==> config.mk <==
export PLATFORM = sky130hd
export DESIGN_NAME = tape_jump_ctl
export DESIGN_NICKNAME = d
export VERILOG_FILES = /design/src/rtl/tjc_pkg.sv /design/src/rtl/tjc_cond_eval.sv /design/src/rtl/tjc_skip_count.sv /design/src/rtl/tjc_restart_deb.sv /design/src/rtl/tape_jump_ctl.sv
export SDC_FILE = /design/constraint.sdc
export NUM_CORES = 1
export LEC_CHECK = 0
export ABC_AREA = 1
export BUFFER_PORTS_ARGS = -buffer_cell sky130_fd_sc_hd__buf_4
export CAP_MARGIN = 20
export CORE_MARGIN = 5
export CORE_UTILIZATION = 45
export DETAILED_ROUTE_END_ITERATION = 6
export PLACE_DENSITY = 0.69
export SLEW_MARGIN = 20
export SYNTH_ARGS = -nofsm -noshare
export SYNTH_HDL_FRONTEND = slang
export SYNTH_SLANG_ARGS = --single-unit
==> constraint.sdc <==
create_clock -name clk -period 1.7 [get_ports clk]
set_clock_uncertainty 0.05 [all_clocks]
set_input_delay 0.17 -clock clk [delete_from_list [all_inputs] [get_ports clk]]
set_output_delay 0.17 -clock clk [all_outputs]
set_load 0.005 [all_outputs]
==> src/rtl/tjc_pkg.sv <==
package tjc_pkg;
  typedef enum logic [1:0] {
    OP_EXEC = 2'd0,
    OP_JUMP = 2'd1,
    OP_HALT = 2'd2,
    OP_NOP  = 2'd3
  } op_e;

  localparam int NFLAG = 3;
endpackage

==> src/rtl/tjc_cond_eval.sv <==
module tjc_cond_eval #(
  parameter int NF = 3
) (
  input  logic [NF-1:0] sel,
  input  logic [NF-1:0] flags,
  output logic          take
);
  logic [NF-1:0] hit;

  for (genvar i = 0; i < NF; i++) begin : g_hit
    assign hit[i] = sel[i] & flags[i];
  end

  assign take = (sel == '0) | (|hit);
endmodule

==> src/rtl/tjc_skip_count.sv <==
module tjc_skip_count #(
  parameter int W = 8
) (
  input  logic         clk,
  input  logic         rst_n,
  input  logic         load,
  input  logic [W-1:0] load_q,
  input  logic         label,
  output logic         active,
  output logic         dir
);
  logic [W-1:0] cnt;
  logic [W-1:0] mag;

  always_comb mag = load_q[W-1] ? (~load_q + 1'b1) : load_q;

  always_ff @(posedge clk) begin
    if (!rst_n) begin
      active <= 1'b0;
      cnt    <= '0;
      dir    <= 1'b0;
    end else if (load) begin
      active <= 1'b1;
      cnt    <= mag;
      dir    <= load_q[W-1];
    end else if (active && label) begin
      if (cnt == W'(1)) begin
        active <= 1'b0;
        cnt    <= '0;
        dir    <= 1'b0;
      end else begin
        cnt <= cnt - 1'b1;
      end
    end
  end


  cnt_step_chk: assert property (@(posedge clk) disable iff (!rst_n)
    (active && label && !load && cnt > W'(1)) |=> (active && cnt == $past(cnt) - 1'b1));


  dir_hold_chk: assert property (@(posedge clk) disable iff (!rst_n)
    (active && $past(active) && !$past(load)) |-> $stable(dir));
endmodule

==> src/rtl/tjc_restart_deb.sv <==
module tjc_restart_deb #(
  parameter int DEB = 4
) (
  input  logic clk,
  input  logic rst_n,
  input  logic raw,
  output logic pulse
);
  localparam int CW = $clog2(DEB + 1);

  logic [1:0]    sync;
  logic          lvl;
  logic [CW-1:0] cnt;

  always_ff @(posedge clk) begin
    if (!rst_n) begin
      sync  <= '0;
      lvl   <= 1'b0;
      cnt   <= '0;
      pulse <= 1'b0;
    end else begin
      sync  <= {sync[0], raw};
      pulse <= 1'b0;
      if (sync[1] != lvl) begin
        if (cnt == CW'(DEB - 1)) begin
          lvl   <= sync[1];
          cnt   <= '0;
          pulse <= sync[1];
        end else begin
          cnt <= cnt + 1'b1;
        end
      end else begin
        cnt <= '0;
      end
    end
  end


  one_pulse_chk: assert property (@(posedge clk) disable iff (!rst_n)
    pulse |=> !pulse);
endmodule

==> src/rtl/tape_jump_ctl.sv <==
module tape_jump_ctl
  import tjc_pkg::*;
#(
  parameter int W          = 8,
  parameter int DEB_CYCLES = 4
) (
  input  logic         clk,
  input  logic         rst_n,
  input  logic         cmd_valid,
  output logic         cmd_ready,
  input  logic [1:0]   cmd_kind,
  input  logic [2:0]   cmd_sel,
  input  logic [W-1:0] cmd_q,
  input  logic         flag_c,
  input  logic         flag_s,
  input  logic         flag_z,
  input  logic         label_mark,
  input  logic         restart_btn,
  output logic         exec_strobe,
  output logic         tape_run,
  output logic         tape_dir,
  output logic         busy,
  output logic         halted
);
  logic             halted_q;
  logic             exec_q;
  logic             take;
  logic             active;
  logic             dir_q;
  logic             restart_p;
  logic             accept;
  logic             run_mode;
  logic             do_exec;
  logic             do_jump;
  logic             do_halt;
  logic [NFLAG-1:0] flags;

  assign flags = {flag_c, flag_s, flag_z};

  tjc_cond_eval #(.NF(NFLAG)) u_cond (
    .sel   (cmd_sel),
    .flags (flags),
    .take  (take)
  );

  assign cmd_ready = ~halted_q;
  assign accept    = cmd_valid & cmd_ready;
  assign run_mode  = ~halted_q & ~active;
  assign do_exec   = accept & run_mode & (cmd_kind == OP_EXEC);
  assign do_jump   = accept & run_mode & (cmd_kind == OP_JUMP) & take & (cmd_q != '0);
  assign do_halt   = accept & run_mode & (cmd_kind == OP_HALT);

  tjc_skip_count #(.W(W)) u_skip (
    .clk    (clk),
    .rst_n  (rst_n),
    .load   (do_jump),
    .load_q (cmd_q),
    .label  (label_mark),
    .active (active),
    .dir    (dir_q)
  );

  tjc_restart_deb #(.DEB(DEB_CYCLES)) u_deb (
    .clk   (clk),
    .rst_n (rst_n),
    .raw   (restart_btn),
    .pulse (restart_p)
  );

  always_ff @(posedge clk) begin
    if (!rst_n) begin
      halted_q <= 1'b0;
      exec_q   <= 1'b0;
    end else begin
      exec_q <= do_exec;
      if (do_halt)
        halted_q <= 1'b1;
      else if (halted_q && restart_p)
        halted_q <= 1'b0;
    end
  end

  assign exec_strobe = exec_q;
  assign tape_run    = ~halted_q;
  assign tape_dir    = active & dir_q;
  assign busy        = active;
  assign halted      = halted_q;


  exec_src_chk: assert property (@(posedge clk) disable iff (!rst_n)
    exec_strobe |-> $past(cmd_valid && cmd_ready && !busy && cmd_kind == OP_EXEC));


  skip_quiet_chk: assert property (@(posedge clk) disable iff (!rst_n)
    (busy && !$rose(busy)) |-> !exec_strobe);


  halt_src_chk: assert property (@(posedge clk) disable iff (!rst_n)
    $rose(halted) |-> $past(cmd_valid && cmd_kind == OP_HALT && !busy));


  release_src_chk: assert property (@(posedge clk) disable iff (!rst_n)
    $fell(halted) |-> $past(restart_p));
endmodule

Word level (Yosys, flattened, before mapping)

Cells that the tools add are included.

Register bits: 19
Output and inout bits: 6
Word-level logic and storage cells: 58

Add/sub/neg operators: 3
Equal/unequal tests: 5
Mux-type cells: 10
Bitwise gates (word level): 18
Reduce and logical (&&, ||, !) cells: 13

Operator list:

| operator              | number |
|---|---|
| $mux W8               | 4 |
| $and A1 B1 Y1         | 12 |
| $add A8 B1 Y8 const B | 1 |
| $eq A8 B1 Y1 const B  | 1 |
| $not A8 Y8            | 1 |
| $reduce_bool A8 Y1    | 1 |
| $sub A8 B1 Y8 const B | 1 |
| $mux W1               | 6 |
| $reduce_bool A2 Y1    | 3 |
| $reduce_or A3 Y1      | 2 |
| $not A1 Y1            | 4 |
| $reduce_and A2 Y1     | 2 |
| $add A3 B1 Y3 const B | 1 |
| $eq A3 B2 Y1 const B  | 1 |
| $logic_not A3 Y1      | 1 |
| $reduce_and A3 Y1     | 1 |
| $eq A2 B1 Y1 const B  | 1 |
| $eq A2 B2 Y1 const B  | 1 |
| $logic_and A1 B1 Y1   | 2 |
| $logic_not A2 Y1      | 1 |
| $ne A1 B1 Y1          | 1 |
| $or A1 B1 Y1          | 1 |

Depth between registers and ports, before layout

Gate-level depths: netlist of run 1.

Depth after elaboration: 8
Depth in mapped cells: 12
Depth with buffers taken out: 11

Modules after synthesis

A second synthesis of run 1 with hierarchy kept.

Cell total of the unflattened synthesis: 200
Area, all modules: 1244.9 um^2

By module, submodules not included:

| module          | instances | cells each | area each (um^2) | seq. area each (um^2) |
|---|---|---|---|---|
| tjc_skip_count  | 1         | 134        | 807.0            | 200.2 |
| tjc_restart_deb | 1         | 28         | 245.2            | 140.1 |
| tape_jump_ctl   | 1         | 28         | 155.1            | 40.0 |
| tjc_cond_eval   | 1         | 10         | 37.5             | 0.0 |

Worst setup path after synthesis of run 1

OpenSTA, ideal clock, no wires.

Path type: register to register
Start: reg u_skip.cnt[0]
End: reg u_skip.cnt[4]
Arrival time: 1.099 ns
Data required time: 1.541 ns
Path slack: 0.442 ns
Cell stages (with the launch flop): 10
Buffers on the path: 0
Period minus slack after synthesis: 1.258 ns
Cell sequence: dfxtp_1 inv_1 ha_1 a21o_1 nand2_1 nor2_1 nand3_1 nand3_1 nand2_1 inv_1

Cells in the longest elaborated chain, start to end: 4
Elaborated cells on any way between the ends: 5

Ends and longest elaborated chain:

| what                                                 | RTL line                                   | text |
|---|---|---|
| start: declaration                                   | tjc_skip_count.sv:12                       | `logic [W-1:0] cnt;` |
| start signal: assignment                             | tjc_skip_count.sv:24                       | `cnt <= mag;` |
| start signal: assignment                             | tjc_skip_count.sv:32                       | `cnt <= cnt - 1'b1;` |
| $sub A8 B1 Y8 / $eq A8 B1 Y1 (equally long branches) | tjc_skip_count.sv:32, tjc_skip_count.sv:27 |  |
| $mux W8 (*)                                          | tjc_skip_count.sv:27                       | `if (cnt == W'(1)) begin` |
| $mux W8 (*)                                          | tjc_skip_count.sv:26                       | `end else if (active && label) begin` |
| $mux W8 (*)                                          | tjc_skip_count.sv:22                       | `end else if (load) begin` |

Every way passes the cells marked *; elsewhere a longest branch is shown, timed or not. The select of a mux whose other input is x is not followed.
A chain may end at the register's enable or synchronous reset.

Worst setup path after layout of run 1

Start: in cmd_kind[1]
End: reg u_skip.cnt[2]

Cells in the longest elaborated chain, start to end: 5
Elaborated cells on any way between the ends: 6

Ends and longest elaborated chain:

| what                                                 | RTL line            | text |
|---|---|---|
| start: declaration                                   | tape_jump_ctl.sv:11 | `input logic [1:0] cmd_kind,` |
| $eq A2 B1 Y1 (*)                                     | tape_jump_ctl.sv:50 | `assign do_jump = accept & run_mode & (cmd_kind == OP_JUMP) & take & (cmd_q != '0);` |
| $and A1 B1 Y1 (*) (3 in a row)                       | tape_jump_ctl.sv:50 |  |
| $mux W8 / $reduce_bool A2 Y1 (equally long branches) | -                   |  |

Every way passes the cells marked *; elsewhere a longest branch is shown, timed or not.

==> results.yml, run 1 <==
outcome:
  outcome: "finished, final reports clean"
placed_design:
  globalplace.congestion: 0.821
  dp_hpwl_mm: 2.22
  portBuffers: 26
  dp.cells: 267
worst_setup_path:
  rr_worst_depth: 9
  timing.rr.end: "u_skip.cnt[4]"
  arrival_ns: 1.66
  end_kind: "flip-flop"
  r2r-start: "u_skip.cnt[0]"
  critical_path_peak_fanout: 20
  startpoint_type: "input port"
  critical_path_required_ns: 1.85
  setup.worst_path.class: "in2reg"
  reg2reg_slack_ns: 0.28
logic_synthesis:
  synth_edf_count: 0
  syn_nets: 240
  yosys_warnings: 0
  ys_ff_latch: 19
  synth_cell_types: 26
  syn_inst: 214
  ys.flop_type: "dfxtp_1"
  async_flop_share_pct: 0
  netlist_area_um2: 1300
  post_synth.cell_area_avg_um2: 6.06
  ys_seq_area_share_pct: 29.3
sta:
  period_share_pct: 88.8
  finalHoldViolCount: 0
  hold_slack_ns: 0.0846
  clock.fmax_mhz: 662
  finalSetupViolations: 0
  period_minus_slack_ns: 1.51
  worstMarginPinSlew_ns: 0.409
  drv_slew: 0
  rsz0062_at_grt: "false"
  fin_tns_setup_ns: 0
  relSlewSlack_pct: 72.7
grt:
  grt_start_max_net_pins: 21
  grt_util_met2_pct: 22.0
  antenna_found_initial: 0
  grt_pass1_wl_mm: 4.73
  met1_usage_pct: 18.5
  met3_usage_pct: 3.73
  track_usage_pct: 14.3
  grt-ovfl-total: 0
  grt_pass1_vias: 1131
  busiest_layer: "met2"
min_path:
  min_to: "u_deb.sync[1]"
  whs_path_depth: 3
  hp-class: "in2reg"
  hp-start: "rst_n"
die:
  die_x_um: 63.7
  rows: 19
  fp.coreArea_um2: 2760
  boundaryPins: 27
  initial_utilization_pct: 47.1
  die_h_um: 63.7
  die-area_um2: 4060
routing:
  avgRoutedWirePerCell_um: 9.99
  drt_iter0_drc: 48
  vias: 1296
  dr.pass1.iters: 4
  wl_mm: 2.74
  ant_nets: 0
  routed_via_density: 4.73
  drcViolationCount: 0
run:
  max_cap_violations: 0
clocking:
  cts.sinks: 19
  path_clk_slew_ns: 0.11
  htreeDepth: 1
  cts_buffers: 3
  cts_tree: "done"
  cts_resized: 0
  clk_latency_ns: 0.29
  cts_buffer_depth: 2
  clockRootBuffer: "clkbuf_4"
layout:
  layout_common_cells: "nand2_1 (58), inv_1 (38), nor2_1 (29)"
  drive_gt1_share_pct: 16.9
  finalNonFillerCells: 274
  fill_cells: 251
  insertedDiodeCount: 0
  final_common_cell: "nand2_1"
  nNetsFinal: 270
  area_delta_synth_final_pct: 21.5
power:
  leakagePower_nw: 0.896
  vdd_drop_max_v: 0.000480
  power_mw: 0.986
  power_density_nw_per_um2: 626
-- power by group --
| part | total [mW] | internal, mW | switching [mW] |
|---|---|---|---|
| Clock | 0.229 | 0.0876 | 0.141 |
| Sequential | 0.480 | 0.463 | 0.0171 |
| Combinational | 0.277 | 0.124 | 0.153 |
| Total | 0.986 | 0.675 | 0.311 |
-- registers in the layout, indices dropped and copies added, names as in the netlist --
name           cells
u_skip.dir         1
exec_strobe        1
u_deb.sync         2
u_deb.lvl          1
u_deb.pulse        1
u_deb.cnt          3
u_skip.active      1
u_skip.cnt         8
halted             1
-- synth_stat cells (2+ instances only) --
library cell   n  area (um^2)
inv_1         38          143
nor3_1         3         15.0
nand4_1        2         12.5
buf_2          2         10.0
xor2_1         3         26.3
dfxtp_1       19          380
nor2_2         4         25.0
o21ai_0        2         10.0
nand2_1       58          218
o211ai_1       3         22.5
ha_1           5         62.6
nor2_1        29          109
a21oi_1        7         35.0
buf_4          2         15.0
nand3_1       26          130
-- worst max-delay path by stage --
stage / start / end / slack (ns) / cells after the start
after floorplan: u_skip.cnt[0] / u_skip.cnt[4] / 0.44 / 9
after global placement: cmd_q[0] / u_skip.cnt[2] / 0.26 / 11
after detailed placement: cmd_q[1] / u_skip.cnt[1] / 0.22 / 11
after CTS: cmd_kind[1] / u_skip.cnt[2] / 0.18 / 11
after global routing: cmd_kind[1] / u_skip.cnt[2] / 0.09 / 11
final: cmd_kind[1] / u_skip.cnt[2] / 0.19 / 11
-- critical path, cell delays in order --
cell and delay, ns:
dlygate4sd3_1 0.54, buf_4 0.14, inv_1 0.06, nand2_1 0.06
nor2_2 0.13, nand3_2 0.10, buf_12 0.17, nand2_4 0.08
o21ai_1 0.08, nor2_1 0.10, nor2_1 0.04
-- cells by family after synthesis --
family          Yosys count  synth area share [%]
simple gates            126                  41.9
fa+ha+maj                 5                  4.82
flops                    19                  29.3
xor+xnor                  3                  2.03
buf+inv                  46                  15.2
compound gates           15                  6.75
-- stage by stage --
stage          area [um^2]  utilization (%)  setup slack [ns]
3_3_place_gp          1520             55.1             0.258
2_1_floorplan         1300                -             0.442
4_1_cts               1580             57.2             0.181
3_5_place_dp          1520             55.1             0.223
5_1_grt               1580             57.2            0.0905
6_report              1580             57.2             0.190
-- timing repair --
item,in CTS,in global routing
hold buffers,3,0
hold endpoints to repair,2,0
buffers inserted,0,0
-- area by class of cell --
class | instances | area [um^2] | share of cell area, %
tap | 31 | 38.8 | 2.46
sequential | 19 | 380 | 24.1
clock inverter | 1 | 5.00 | 0.317
clock buffer | 3 | 22.5 | 1.43
multi-input combinational | 149 | 719 | 45.6
inverter | 40 | 158 | 10.0
timing repair buffer | 31 | 253 | 16.0
-- layer usage --
| layer | wire (um) | part of all wire [%] | vias to the layer above |
|---|---|---|---|
| li1 | - | - | 722 |
| met1 | 1330 | 48 | 541 |
| met2 | 1210 | 44 | 31 |
| met3 | 168 | 6.1 | 2 |
| met4 | 28 | 1.0 | 0 |
| met5 | 0 | 0 | - |
No activity file was read; power rests on OpenSTA's default activity.
==> run 2, diff against run 1 <==
ABC_CLOCK_PERIOD_IN_PS = 1900   (was not set)
clock period = 1.9 ns   (was 1.7 ns; I/O delays follow)
==> results.yml, run 2 (synthesis gave the netlist of run 1 again) <==
clocking:
  cts.sinks: 19
  path_clk_slew_ns: 0.11
  cts_tree: "done"
  clockRootBuffer: "clkbuf_4"
  cts_buffers: 3
  cts_buffer_depth: 2
  clk_latency_ns: 0.30
  postCtsSetupBuffers: 0
  cts_resized: 0
  htreeDepth: 1
  cts_hold_buf: 1
sta:
  period_share_pct: 83.5
  rsz0062_at_grt: "false"
  worstMarginPinSlew_ns: 0.420
  clock.fmax_mhz: 630
  finalHoldViolCount: 0
  finalSetupViolations: 0
  relSlewSlack_pct: 71.9
  hold_slack_ns: 0.0338
  period_minus_slack_ns: 1.59
  fin_ws_ns: 0.313
  fin_tns_setup_ns: 0
  drv_slew: 0
power:
  vdd_drop_max_v: 0.000474
  power_density_nw_per_um2: 565
  leakagePower_nw: 0.877
worst_setup_path:
  path_buf_inv: 4
  critical_path_peak_fanout: 20
  end_kind: "flip-flop"
  arrival_ns: 1.74
  crit_family: "buffers and inverters"
  slowest_stage: "dlygate4sd3_1"
  rr_worst_depth: 9
  setup.worst_path.class: "in2reg"
  crit_chain: "dlygate4sd3_1, buf_4, inv_1, nand2_1, nor2_2, nand3_2, buf_4, nand2_4, o21ai_1, nor2_1, nor2_1"
  startpoint_type: "input port"
  critical_path_required_ns: 2.05
  cp-startpoint: "cmd_kind[1]"
  r2r-start: "u_skip.active"
  cp.depth: 11
  crit_path_max_incr_delay_ns: 0.54
layout:
  largest_reg_flops: 8
  final_common_cell: "nand2_1"
  nNetsFinal: 268
  area_delta_synth_final_pct: 19.2
  regMostFlops: "u_skip.cnt"
  insertedDiodeCount: 0
  layout_common_cells: "nand2_1 (58), inv_1 (38), nor2_1 (29)"
  drive_gt1_share_pct: 16.6
  finalNonFillerCells: 272
  reg.largest.list: "u_skip.cnt: 8 flops, u_deb.cnt: 3 flops, u_deb.sync: 2 flops"
routing:
  vias: 1274
  drcViolationCount: 0
  drt_iter0_drc: 45
  routed_via_density: 4.68
  wl_mm: 2.73
  ant_nets: 0
  dr.pass1.iters: 4
  avgRoutedWirePerCell_um: 10.0
grt:
  antenna_found_initial: 0
  track_usage_pct: 13.6
  grt_pass1_wl_mm: 4.50
  grt_pass1_vias: 1108
  grt_start_max_net_pins: 21
  grt-ovfl-total: 0
die:
  die-area_um2: 4060
  rows: 19
  die_h_um: 63.7
  boundaryPins: 27
  initial_utilization_pct: 47.1
  die_x_um: 63.7
  fp.coreArea_um2: 2760
min_path:
  whs_path_depth: 3
  hp-start: "restart_btn"
  hp-class: "in2reg"
placed_design:
  globalplace.congestion: 0.807
  dp_hpwl_mm: 2.20
  dp.cells: 266
  portBuffers: 26
  post-place-ws_ns: 0.306
run:
  max_cap_violations: 0
outcome:
  outcome: "finished, final reports clean"
## run 2: cell count changes in the layout (fill, tap and decap cells not counted), sizes merged
| cell | delta |
|---|---|
| dlygate4sd3 | -1 |
| buf | -1 |
## run 2: report_power, final
| part | internal (mW) | total [mW] | leakage [nW] | switching [mW] |
|---|---|---|---|---|
| Combinational | 0.107 | 0.241 | 0.705 | 0.133 |
| Sequential | 0.414 | 0.430 | 0.155 | 0.0157 |
| Clock | 0.0784 | 0.203 | 0.0177 | 0.125 |
| Total | 0.600 | 0.874 | 0.877 | 0.274 |
## run 2: path summary, 6_finish.rpt
check / slack, ns / end
setup / recovery: 0.31 / u_skip.cnt[2]
hold / removal: 0.03 / u_deb.sync[0]
setup reg to reg: 0.43 / u_skip.cnt[2]
hold reg to reg: 0.38 / u_deb.cnt[0]
## run 2: final cells by class
type / instances / area [um^2]
Inverter: 40 / 158
Fill cell: 292 / 1210
Sequential cell: 19 / 380
Timing Repair Buffer: 29 / 223
Clock inverter: 1 / 5.00
Clock buffer: 3 / 22.5
Tap cell: 31 / 38.8
Multi-Input combinational cell: 149 / 719
## run 2: worst register-to-register path: cells and delay by family, from the launching register on
family	cells	cell delay, ns
AND/OR/NAND/NOR	7	0.66
flip-flops	1	0.38
buffers and inverters	1	0.21
AO/OA/AOI/OAI	1	0.08
## run 2: stage by stage
step / total power, mW / instance area (um^2) / util [%]
floorplan: 0.605 / 1300 / -
global placement: 0.677 / 1500 / 54.4
detailed placement: 0.678 / 1500 / 54.4
CTS: 0.879 / 1540 / 55.7
global route: 0.941 / 1550 / 56.1
finish: 0.874 / 1550 / 56.1
## run 2: routing by layer
metal  track usage, %  up-vias  wire length (um)
met3             2.66        5               115
li1                 -      715                 -
met1             17.9      530              1390
met5                0        -                 0
met2             21.7       24              1180
met4             5.45        0                47
==> run 3, diff against run 2 <==
ABC_AREA = 0   (was 1)
ABC_CLOCK_PERIOD_IN_PS = 1300   (was 1900)
PLACE_DENSITY = 0.72   (was 0.69)
clock period = 1.3 ns   (was 1.9 ns; I/O delays follow)
==> results.yml, run 3 <==
outcome:
  outcome: "finished, violations left"
  violations: "negative setup slack"
sta:
  clock.fmax_mhz: 573
  fin_ws_ns: -0.445
  period_minus_slack_ns: 1.74
  finalSetupViolations: 11
  drv_slew: 0
  fin_tns_setup_ns: -3.98
  relSlewSlack_pct: 77.0
  worstMarginPinSlew_ns: 0.343
  rsz0062_at_grt: "true"
  period_share_pct: 134
  finalHoldViolCount: 0
layout:
  area_delta_synth_final_pct: 59.8
  fin_area_um2: 1830
  regMostFlops: "u_skip.cnt"
  register_area_um2: 387
  layout_common_cells: "buf_4 (62), dfxtp_1 (14), inv_1 (9)"
  drive_gt1_share_pct: 53.1
  final_common_cell: "buf_4"
  reg.largest.list: "u_skip.cnt: 8 flops, u_deb.cnt: 3 flops, u_deb.sync: 2 flops"
  fill_cells: 171
  finalNonFillerCells: 222
  multiInputGateArea_um2: 817
  largest_reg_flops: 8
  nNetsFinal: 219
  insertedDiodeCount: 0
clocking:
  htreeDepth: 1
  cts_buffers: 3
  path_clk_slew_ns: 0.11
  clk_latency_ns: 0.31
  cts_buffer_depth: 2
  cts.sinks: 19
  clockRootBuffer: "clkbuf_4"
  cts_tree: "done"
power:
  vdd_drop_max_v: 0.000706
  power_density_nw_per_um2: 735
  leakagePower_nw: 0.747
grt:
  grt_pass1_wl_mm: 5.60
  grt_start_max_net_pins: 12
  antenna_found_initial: 0
  grt_pass1_vias: 1364
  track_usage_pct: 20.7
  grt-ovfl-total: 0
die:
  rows: 18
  die_x_um: 60.4
  boundaryPins: 27
  die_h_um: 60.4
  initial_utilization_pct: 46.6
  die-area_um2: 3650
  fp.coreArea_um2: 2450
logic_synthesis:
  ys_seq_area_share_pct: 33.3
  netlist_area_um2: 1140
  synth_top_area_share_pct: 33.3
  post_synth.cell_area_avg_um2: 9.15
  ys.flop_type: "dfxtp_1"
  syn_inst: 125
  synth.most_common_cell: "dfxtp_1"
  async_flop_share_pct: 0
  synth_cell_types: 48
  ys_top_cells_by_area: "dfxtp_1 (33%), ha_1 (5.5%), xnor2_1 (3.8%)"
  synth_commonest_cells: "dfxtp_1 (19), inv_1 (10), nor2_1 (7), nand2_1 (6)"
  syn_nets: 151
  ys_ff_latch: 19
  yosys_warnings: 0
  synth_edf_count: 0
  yosysTopAreaCell: "dfxtp_1"
placed_design:
  globalplace.congestion: 0.921
  dp.cells: 216
  post-place-ws_ns: -0.409
  dp_hpwl_mm: 2.57
  placed_cell_area_um2: 1700
  portBuffers: 26
worst_setup_path:
  reg2reg_slack_ns: -0.44
  slowest_stage: "or4b_4"
  path_buf_inv: 0
  end_kind: "flip-flop"
  crit_chain: "or4b_4, a211oi_4, a211oi_1, a211oi_1"
  critical_path_required_ns: 1.45
  arrival_ns: 1.90
  startpoint_type: "flip-flop"
  crit_family: "compound AO/OA/AOI/OAI gates"
  timing.rr.end: "u_skip.cnt[5]"
  crit_path_max_incr_delay_ns: 0.54
  rr_worst_depth: 4
  critical_path_peak_fanout: 4
  r2r-start: "halted"
  setup.worst_path.class: "reg2reg"
  crit_top_cell: "a211oi_1"
routing:
  drt_iter0_drc: 42
  routed_via_density: 5.54
  ant_nets: 0
  vias: 1229
  dr.pass1.iters: 4
  wl_mm: 3.34
  drcViolationCount: 0
  avgRoutedWirePerCell_um: 15.1
run:
  max_cap_violations: 0
min_path:
  whs_path_depth: 3
  hp-class: "in2reg"
  hp-start: "cmd_kind[1]"
  min_to: "exec_strobe"
## run 3: kinds of logic after synthesis
kind of cell | count (synthesis) | synth area share [%]
xor+xnor | 6 | 4.60
fa+ha+maj | 5 | 5.47
mux | 3 | 2.63
buf+inv | 14 | 4.92
flops | 19 | 33.3
compound gates | 32 | 23.5
simple gates | 46 | 25.6
## run 3: tightest hold or removal path, cell delays in order
cell and delay (ns):
buf_4 0.09, buf_4 0.10, nor3b_1 0.04
## run 3: worst max-delay path by stage
stage / from / to / slack (ns) / cells after the start
after global placement: cmd_q[3] / u_skip.cnt[0] / -0.37 / 5
after floorplan: u_skip.cnt[3] / u_skip.cnt[6] / -0.34 / 4
after CTS: halted / u_skip.cnt[0] / -0.42 / 5
final: halted / u_skip.cnt[5] / -0.44 / 4
after detailed placement: u_skip.cnt[1] / u_skip.cnt[5] / -0.41 / 7
after global routing: u_skip.cnt[1] / u_skip.cnt[5] / -0.49 / 7
## run 3: layer usage
| metal | GRT usage (%) | wire length (um) | vias up |
|---|---|---|---|
| li1 | - | - | 605 |
| met2 | 37.5 | 1680 | 43 |
| met4 | 13.0 | 107 | 0 |
| met1 | 22.3 | 1390 | 572 |
| met3 | 3.40 | 160 | 9 |
| met5 | 0 | 0 | - |
## run 3: final cells by class
class / instances / share of cell area [%]
clock inverters: 1 / 0.274
inverters: 11 / 2.26
well taps: 30 / 2.05
multi-input cells: 92 / 44.7
clock buffers: 3 / 1.23
flip-flops and latches: 19 / 21.1
repair buffers: 66 / 28.3
## run 3: where the power goes
group          switching [mW]  internal [mW]  total, mW
sequential             0.0168          0.608      0.625
clock                   0.197          0.115      0.312
combinational           0.180          0.226      0.406
## run 3: what timing repair did
action | 4_1_cts | 5_1_grt
setup buffers | 1 | 0
gates resized for setup | 11 | 9
pin swaps | 7 | 5
hold buffers | 1 | 0
endpoints found under the hold margin | 1 | 0
setup endpoints to repair | 13 | 15
## run 3: through the flow
step           utilization (%)  total power [mW]  hold slack [ns]
2_1_floorplan                -             0.807            0.156
3_3_place_gp              69.4              1.00            0.288
3_5_place_dp              69.4              1.02            0.294
4_1_cts                   72.5              1.33           0.0293
5_1_grt                   74.5              1.42           0.0124
6_report                  74.5              1.34           0.0258
